<file path="config.mk">
export PLATFORM = sky130hd
export DESIGN_NAME = uart_stat_reg
export DESIGN_NICKNAME = d
export VERILOG_FILES = /design/src/rtl/uart_stat_pkg.sv /design/src/rtl/stat_ctrl.sv /design/src/rtl/rx_err_store.sv /design/src/rtl/uart_stat_reg.sv
export SDC_FILE = /design/constraint.sdc
export NUM_CORES = 1
export LEC_CHECK = 0
export CAP_MARGIN = 20
export CELL_PAD_IN_SITES_DETAIL_PLACEMENT = 0
export CELL_PAD_IN_SITES_GLOBAL_PLACEMENT = 1
export CORE_UTILIZATION = 49
export CTS_BUF_LIST = sky130_fd_sc_hd__clkbuf_4 sky130_fd_sc_hd__clkbuf_8
export DETAILED_ROUTE_END_ITERATION = 8
export PLACE_DENSITY_LB_ADDON = 0.1
export SLEW_MARGIN = 20
export SYNTH_ARGS = -nofsm -noshare
export SYNTH_HDL_FRONTEND = slang
export SYNTH_SLANG_ARGS = --single-unit
export TNS_END_PERCENT = 5
</file>
<file path="constraint.sdc">
create_clock -name clk -period 8.4 [get_ports clk]
set_input_delay 2.52 -clock clk [delete_from_list [all_inputs] [get_ports clk]]
set_output_delay 2.52 -clock clk [all_outputs]
set_load 0.02 [all_outputs]
</file>
<file path="src/rtl/uart_stat_pkg.sv">
package uart_stat_pkg;

  localparam int NUM_FLAGS = 6;
  localparam logic [15:0] RESET_WORD = 16'h0060;

  // flag vector order: [5] err, [4] tx end, [3] tx threshold, [2] break,
  // [1] rx threshold, [0] data ready
  function automatic logic [NUM_FLAGS-1:0] flagsOf(input logic [15:0] word);
    return {word[7:4], word[1:0]};
  endfunction

  localparam logic [NUM_FLAGS-1:0] RESET_FLAGS = flagsOf(RESET_WORD);

  typedef struct packed {
    logic push;
    logic pop;
    logic pushPer;
    logic pushFer;
    logic headValid;
  } rxStrobe_t;

endpackage

</file>
<file path="src/rtl/stat_ctrl.sv">
module stat_ctrl
  import uart_stat_pkg::*;
#(
  parameter int DEPTH = 16
) (
  input  logic                 clk,
  input  logic                 rstN,
  input  logic                 cpuRd,
  input  logic                 cpuWr,
  input  logic [NUM_FLAGS-1:0] wrFlags,
  input  logic [NUM_FLAGS-1:0] setEvt,
  input  logic                 rxPush,
  input  logic                 rxPushPer,
  input  logic                 rxPushFer,
  input  logic                 rxPop,
  output logic [NUM_FLAGS-1:0] flagQ,
  output rxStrobe_t            strobe
);

  localparam int OCC_W = $clog2(DEPTH) + 1;

  logic [OCC_W-1:0] occQ;
  logic             isFull;
  logic             isEmpty;
  logic             pushOk;
  logic             popOk;

  assign isFull  = (occQ == OCC_W'(DEPTH));
  assign isEmpty = (occQ == '0);
  assign popOk   = rxPop && !isEmpty;
  assign pushOk  = rxPush && (!isFull || popOk);

  always_ff @(posedge clk or negedge rstN) begin
    if (!rstN) begin
      occQ <= '0;
    end else if (pushOk && !popOk) begin
      occQ <= occQ + 1'b1;
    end else if (popOk && !pushOk) begin
      occQ <= occQ - 1'b1;
    end
  end

  always_comb begin
    strobe.push      = pushOk;
    strobe.pop       = popOk;
    strobe.pushPer   = rxPushPer;
    strobe.pushFer   = rxPushFer;
    strobe.headValid = !isEmpty;
  end

  // one sticky flag with its read-as-one tag per bit
  for (genvar gi = 0; gi < NUM_FLAGS; gi++) begin : g_flag
    logic tagQ;
    logic clrHit;

    assign clrHit = cpuWr && !wrFlags[gi] && tagQ;

    always_ff @(posedge clk or negedge rstN) begin
      if (!rstN) begin
        flagQ[gi] <= RESET_FLAGS[gi];
        tagQ      <= 1'b0;
      end else begin
        flagQ[gi] <= setEvt[gi] | (flagQ[gi] & ~clrHit);
        if (clrHit) begin
          tagQ <= 1'b0;
        end else if (cpuRd && flagQ[gi]) begin
          tagQ <= 1'b1;
        end
      end
    end
  end

endmodule

</file>
<file path="src/rtl/rx_err_store.sv">
module rx_err_store
  import uart_stat_pkg::*;
#(
  parameter int DEPTH = 16,
  parameter int CNT_W = 4
) (
  input  logic             clk,
  input  logic             rstN,
  input  rxStrobe_t        strobe,
  output logic [CNT_W-1:0] perCnt,
  output logic [CNT_W-1:0] ferCnt,
  output logic             headPer,
  output logic             headFer
);

  localparam int PTR_W = $clog2(DEPTH);

  logic [1:0]       errMem [DEPTH];
  logic [PTR_W-1:0] wrPtr;
  logic [PTR_W-1:0] rdPtr;
  logic [1:0]       headBits;
  logic [CNT_W-1:0] perAdd;
  logic [CNT_W-1:0] perSub;
  logic [CNT_W-1:0] ferAdd;
  logic [CNT_W-1:0] ferSub;

  function automatic logic [PTR_W-1:0] nextPtr(input logic [PTR_W-1:0] p);
    return (p == PTR_W'(DEPTH - 1)) ? '0 : p + 1'b1;
  endfunction

  assign headBits = errMem[rdPtr];
  assign headPer  = strobe.headValid & headBits[1];
  assign headFer  = strobe.headValid & headBits[0];

  assign perAdd = CNT_W'(strobe.push & strobe.pushPer);
  assign ferAdd = CNT_W'(strobe.push & strobe.pushFer);
  assign perSub = CNT_W'(strobe.pop & headBits[1]);
  assign ferSub = CNT_W'(strobe.pop & headBits[0]);

  always_ff @(posedge clk) begin
    if (strobe.push) begin
      errMem[wrPtr] <= {strobe.pushPer, strobe.pushFer};
    end
  end

  always_ff @(posedge clk or negedge rstN) begin
    if (!rstN) begin
      wrPtr  <= '0;
      rdPtr  <= '0;
      perCnt <= '0;
      ferCnt <= '0;
    end else begin
      if (strobe.push) wrPtr <= nextPtr(wrPtr);
      if (strobe.pop)  rdPtr <= nextPtr(rdPtr);
      perCnt <= perCnt + perAdd - perSub;
      ferCnt <= ferCnt + ferAdd - ferSub;
    end
  end

endmodule

</file>
<file path="src/rtl/uart_stat_reg.sv">
module uart_stat_reg
  import uart_stat_pkg::*;
#(
  parameter int DEPTH = 16
) (
  input  logic        clk,
  input  logic        rstN,
  input  logic        cpuRd,
  input  logic        cpuWr,
  input  logic [15:0] cpuWdata,
  output logic [15:0] cpuRdata,
  input  logic        evtEr,
  input  logic        evtTend,
  input  logic        evtTdfe,
  input  logic        evtBrk,
  input  logic        evtRdf,
  input  logic        evtDr,
  input  logic        rxPush,
  input  logic        rxPushPer,
  input  logic        rxPushFer,
  input  logic        rxPop
);

  localparam int FIELD_W = 4;

  rxStrobe_t            strobe;
  logic [NUM_FLAGS-1:0] flagQ;
  logic [NUM_FLAGS-1:0] setEvt;
  logic [FIELD_W-1:0]   perCnt;
  logic [FIELD_W-1:0]   ferCnt;
  logic                 headPer;
  logic                 headFer;

  assign setEvt = {evtEr, evtTend, evtTdfe, evtBrk, evtRdf, evtDr};

  stat_ctrl #(.DEPTH(DEPTH)) u_ctrl (
    .clk      (clk),
    .rstN     (rstN),
    .cpuRd    (cpuRd),
    .cpuWr    (cpuWr),
    .wrFlags  (flagsOf(cpuWdata)),
    .setEvt   (setEvt),
    .rxPush   (rxPush),
    .rxPushPer(rxPushPer),
    .rxPushFer(rxPushFer),
    .rxPop    (rxPop),
    .flagQ    (flagQ),
    .strobe   (strobe)
  );

  rx_err_store #(.DEPTH(DEPTH), .CNT_W(FIELD_W)) u_store (
    .clk    (clk),
    .rstN   (rstN),
    .strobe (strobe),
    .perCnt (perCnt),
    .ferCnt (ferCnt),
    .headPer(headPer),
    .headFer(headFer)
  );

  assign cpuRdata = {perCnt, ferCnt, flagQ[5:2], headFer, headPer, flagQ[1:0]};

endmodule

</file>
==> metrics.txt, run 1 <==
fraction of layout cells with a size suffix above 1=11.6%; P_int=845 uW; Clock transition at path regs=0.07 ns; sequential fraction of the synthesis area=57.4%; hold_sp=u_ctrl.g_flag[3].tagQ; top cells by instance count after synthesis=32 x edfxtp_1, 31 x dfrtp_1, 18 x inv_1, 18 x nor2_1, 18 x o21ai_0; r2r startpoint=u_store.rdPtr[0]; Comb pwr share=38.3%; synth top area cells=edfxtp_1 31%, dfrtp_1 25%, ha_1 6.8%; DRC violations left=0; core area=0.00603 mm^2; total congestion overflow=0; Pre-antenna DRT Iters=4; routed via count=2000; status=complete, no violations; Primary FF master, synth=edfxtp_1; worst r2r dst=u_store.ferCnt[2]; Storage cell area=between 0.0015 and 0.002 mm^2; Layout Nets=338; TritonCTS Buffers=9; FF+latch count, synth=65; Post-synth EDFFs=32; row count=28; CP Data Required Time=roughly 6 ns; Net Switching=468 uW; area of the multi-input gates=roughly 0.0012 mm^2; maximum fanout along the worst path=17; die area=roughly 0.0067 mm^2; vias in the first global route=1841; post-cts resize count=0; Slew @ Worst Pin=0.858 ns; Slew Limit Headroom=42.8%; Hold WS=0.491 ns; Synth-to-Final Area Change=19.9%; drt total wl=5490 um; design area=0.00374 mm^2; TritonCTS clock tree=built; crit end category=output port; Yosys cell types=41; final core occ=between 60 and 70%; drt via density=~5.4; wire length per cell=14.9 um; Slew Limit Fails=0; gr usage total=19.1%; CP Launch Type=flop; CTS HTree Levels=3; Yosys top cell by area=edfxtp_1; postcts setup bufs=0; die height=slightly above 80 um; antenna cells=0; first-pass GRT wire length=9200 um; Post-DP HPWL=3800 um; DP Area=0.00351 mm^2; CTS Sinks=65; R2R setup slack=5.10 ns; Starting DRT DRC Count=127; setup violators final=0; post-synth top area share=30.8%; ys async rst share=50.8%; RSZ-0062 raised after global routing=false; initial antenna violation count=0; fmax=approximately 180 MHz; Tcrit/Tclk final=65.4%; Routability Congestion=roughly 0.74; total negative slack=0 ns; Seq pwr share=39.0%; Setup Crit Path Kind=flop to output port; end of the critical path=cpuRdata[2]; Layout Skew=0.00485 ns; largest net degree at the start of global routing=34; Worst R2R Path Depth=9; Initial Util=51.7%; Worst Setup SP=u_store.rdPtr[0]; Post-Syn Area=0.00312 mm^2; ANT nets after route=0; post-layout min period=5.49 ns; Ports=46; Synth Instances=252; die width=81.8 um; clock group share of total power=between 20% and 30%; PwrDens=~350 mW/mm^2; Worst EP arrival=2.97 ns; Max clock buf depth=2; IR drop worst, VDD=~0.00022 V; clock tree root buffer cell=clkbuf_8; Fillers=between 400 and 500; Final Hold Viols=0; LEAKAGE=0.00149 uW; MaxCap Viol Count=0; Warnings, synthesis=0; worst hold path type=flop to flop; Net Sw Frac=35.6%; total power=1310 uW; post-synth net total=302; count leader, synth=edfxtp_1; Mapped Avg Cell Area=12.4 um^2; Worst-Skew Late Latency=0.34 ns; number of port buffers=35; hold_buf cts=0
-- worst min path at each step --
| stage | endpoint | slack, ns | cells past startpoint |
|---|---|---|---|
| after floorplan | u_ctrl.g_flag[0].tagQ | 0.45 | 1 |
| after global placement | u_ctrl.g_flag[3].tagQ | 0.47 | 1 |
| after detailed placement | u_ctrl.g_flag[5].tagQ | 0.48 | 1 |
| after CTS | u_ctrl.g_flag[0].tagQ | 0.49 | 1 |
| after global routing | u_ctrl.g_flag[3].tagQ | 0.51 | 1 |
| final | u_ctrl.g_flag[3].tagQ | 0.49 | 1 |
-- flip-flops by register name, summed over array words and instances (netlist names) --
signal,count
u_store.wrPtr,4
u_ctrl.flagQ,6
u_store.perCnt,4
u_store.rdPtr,4
u_ctrl.g_flag.tagQ,6
u_ctrl.occQ,5
u_store.ferCnt,4
u_store.errMem,32
-- logic make-up after synthesis --
| logic type | after synthesis | synth area share [%] |
|---|---|---|
| buffers and inverters | 29 | 4.05 |
| adders and majority gates | 20 | 8.75 |
| muxes | 15 | 6.50 |
| DFF | 65 | 57.4 |
| AOI/OAI and AO/OA | 49 | 10.4 |
| and+or+nand+nor | 63 | 9.87 |
| xor gates and xnor gates | 11 | 3.09 |
-- metal layers --
layer  share of wire (%)  global-route usage [%]
met5                   0                       0
met4                0.69                    7.89
met3                 4.8                    5.11
met2                  47                    29.2
met1                  47                    25.9
-- worst max-delay path, cell delays in order (launching register included) --
cell and delay (ns):
dfrtp_1 0.91, mux4_2 0.58, or2_2 0.28, a32oi_1 0.24, nor2_1 0.08, clkdlybuf4s50_1 0.54
-- layout by cell type, fill, tap and decap left out, drive strengths merged, types with 4 or more instances in the layout --
| cell type | Yosys | final |
|---|---|---|
| dfrtp | 31 | 31 |
| a21oi | 5 | 5 |
| nor3 | 8 | 8 |
| inv | 18 | 20 |
| edfxtp | 32 | 32 |
| nor2 | 18 | 18 |
| nand2 | 17 | 17 |
| mux2i | 9 | 9 |
| mux4 | 4 | 4 |
| clkbuf | 4 | 9 |
| xnor2 | 8 | 8 |
| nand3b | 6 | 6 |
| ha | 17 | 17 |
| clkdlybuf4s50 | 0 | 35 |
| a21o | 12 | 12 |
| o21ai | 19 | 19 |
| or2 | 4 | 4 |
-- power groups by stage --
stage | sequential (uW) | clock, uW | combinational (uW)
floorplan | 493 | 0 | 392
global placement | 516 | 0 | 495
detailed placement | 519 | 0 | 505
CTS | 513 | 306 | 509
global route | 528 | 319 | 569
finish | 511 | 298 | 503
-- layout make-up --
| class | instances | area share (%) |
|---|---|---|
| Clock inverter | 7 | 2.75 |
| Inverter | 18 | 1.81 |
| Sequential cell | 65 | 47.9 |
| Timing Repair Buffer | 36 | 9.57 |
| Clock buffer | 9 | 3.31 |
| Multi-Input combinational cell | 158 | 32.2 |
| Tap cell | 75 | 2.51 |
-- stage by stage --
stage / worst slack, ns / std cells
after floorplan: 3.98 / 252
after global placement: 3.06 / 352
after detailed placement: 3.08 / 352
after CTS: 2.86 / 368
after global routing: 2.73 / 368
final: 2.91 / 368
No activity file was read; power rests on OpenSTA's default activity.
==> run 2, diff against run 1 <==
Settings changed: CORE_UTILIZATION 49 to 41.
Clock period 8.4 ns to 4.4 ns, I/O delays scaled along.
==> metrics.txt, run 2 (synthesized netlist as in run 1, its figures left out) <==
die area=roughly 0.0080 mm^2; drt via density=4.97; commonest non-fill, non-tap cell in the layout=clkdlybuf4s50_1; Slew Limit Fails=0; Pre-antenna DRT Iters=4; post-cts resize count=0; gr usage total=15.9%; fmax=between 200 and 300 MHz; number of port buffers=35; core area=0.00729 mm^2; CTS Sinks=65; Fillers=around 700; RSZ-0062 raised after global routing=false; Layout Nets=approximately 340; maximum fanout along the worst path=5; TritonCTS clock tree=built; Slew Limit Headroom=49.8%; flip-flop count of the largest register after layout=32; first-pass GRT wire length=9170 um; setup violators final=0; placed cells=380; wire length per cell=14.3 um; Setup Crit Path Kind=flop to output port; vias in the first global route=1914; Place WS=0.693 ns; crit end category=output port; initial antenna violation count=0; TritonCTS Buffers=9; postcts setup bufs=0; DRC violations left=0; largest net degree at the start of global routing=18; post-layout min period=approximately 3.9 ns; antenna cells=0; CP Launch Type=flop; drt total wl=5660 um; total negative slack=0 ns; IR drop worst, VDD=0.000224 V; Initial Util=42.8%; Starting DRT DRC Count=73; ANT nets after route=0; Layout Skew=0.00784 ns; Tcrit/Tclk final=about nine tenths; Top reg by flops=u_store.errMem; status=complete, no violations; fin cells=a little under 400; CP Data Required Time=3.08 ns; Clock transition at path regs=roughly 0.070 ns; Post-DP HPWL=a little over 4000 um; Routability Congestion=0.733; PwrDens=639 mW/mm^2; row count=31; total congestion overflow=0; worst hold path type=flop to flop; Final Hold Viols=0; Max clock buf depth=2; routed via count=~2000; die height=~90 um; Worst-Skew Late Latency=between 0.3 and 0.4 ns; DP Area=0.00357 mm^2; Hold WS=between 0.4 and 0.5 ns; top flop regs=u_store.errMem x32, u_ctrl.flagQ x6, u_ctrl.g_flag.tagQ x6; Slew @ Worst Pin=0.751 ns; Synth-to-Final Area Change=20.1%; Ports=46; die width=around 89 um; Worst EP arrival=2.58 ns; fraction of layout cells with a size suffix above 1=between 10% and 20%; CTS HTree Levels=3; fin worst setup slack=0.504 ns; clock tree root buffer cell=clkbuf_8; MaxCap Viol Count=0; hold_buf cts=0; commonest non-fill, non-tap cells in the layout=35 x clkdlybuf4s50_1, 32 x edfxtp_1, 31 x dfrtp_1; design area=0.00375 mm^2; LEAKAGE=0.00149 uW
run 2: power by group:
| group | switching (uW) | internal (uW) |
|---|---|---|
| combinational | 497 | 499 |
| clock | 220 | 224 |
| sequential | 158 | 796 |
| total | 875 | 1520 |
run 2: critical path, cell delays in order, from the launching register on:
cell,delay (ns)
dfrtp_1,0.50
mux4_2,0.55
or2_2,0.29
a32oi_1,0.28
nor2_1,0.06
clkdlybuf4s50_1,0.55
run 2: worst paths after layout:
kind	from	to	slack (ns)	cells after the start
max	u_store.rdPtr[0]	cpuRdata[2]	0.50	5
min	u_ctrl.g_flag[3].tagQ	u_ctrl.g_flag[3].tagQ	0.49	1
max reg2reg	u_ctrl.occQ[0]	u_ctrl.occQ[4]	1.27	8
min reg2reg	u_ctrl.g_flag[3].tagQ	u_ctrl.g_flag[3].tagQ	0.49	1
max in group asynchronous	rstN	u_ctrl.occQ[1]	2.24	2
min in group asynchronous	rstN	u_ctrl.g_flag[5].tagQ	1.42	1
run 2: metrics by stage:
stage                     total power (uW)  utilization [%]
after floorplan                       1690                -
after global placement                1960             49.0
after detailed placement              1980             49.0
after CTS                             2430             51.4
after global routing                  2590             51.4
final                                 2390             51.4
run 2: layout make-up:
cell class                 count  area [um^2]  area share [%]
clock buffer                  11          145            3.87
clock inverter                 5         30.0           0.802
inverter                      18         67.6            1.80
multi-input combinational    158         1200            32.1
sequential                    65         1790            47.8
tap                           99          124            3.31
timing repair buffer          40          388            10.4
run 2: metal layers:
metal | GRT usage [%] | vias up | part of all wire [%]
li1 | - | 981 | -
met1 | 20.1 | 942 | 47
met2 | 25.6 | 37 | 48
met3 | 5.08 | 8 | 3.9
met4 | 6.06 | 0 | 1.2
met5 | 0 | - | 0
==> run 3, diff against run 2 <==
Settings changed: HOLD_SLACK_MARGIN set to 0.12.
==> results of run 3 <==
Final layout, timing and power as in run 2 (identical DEF).
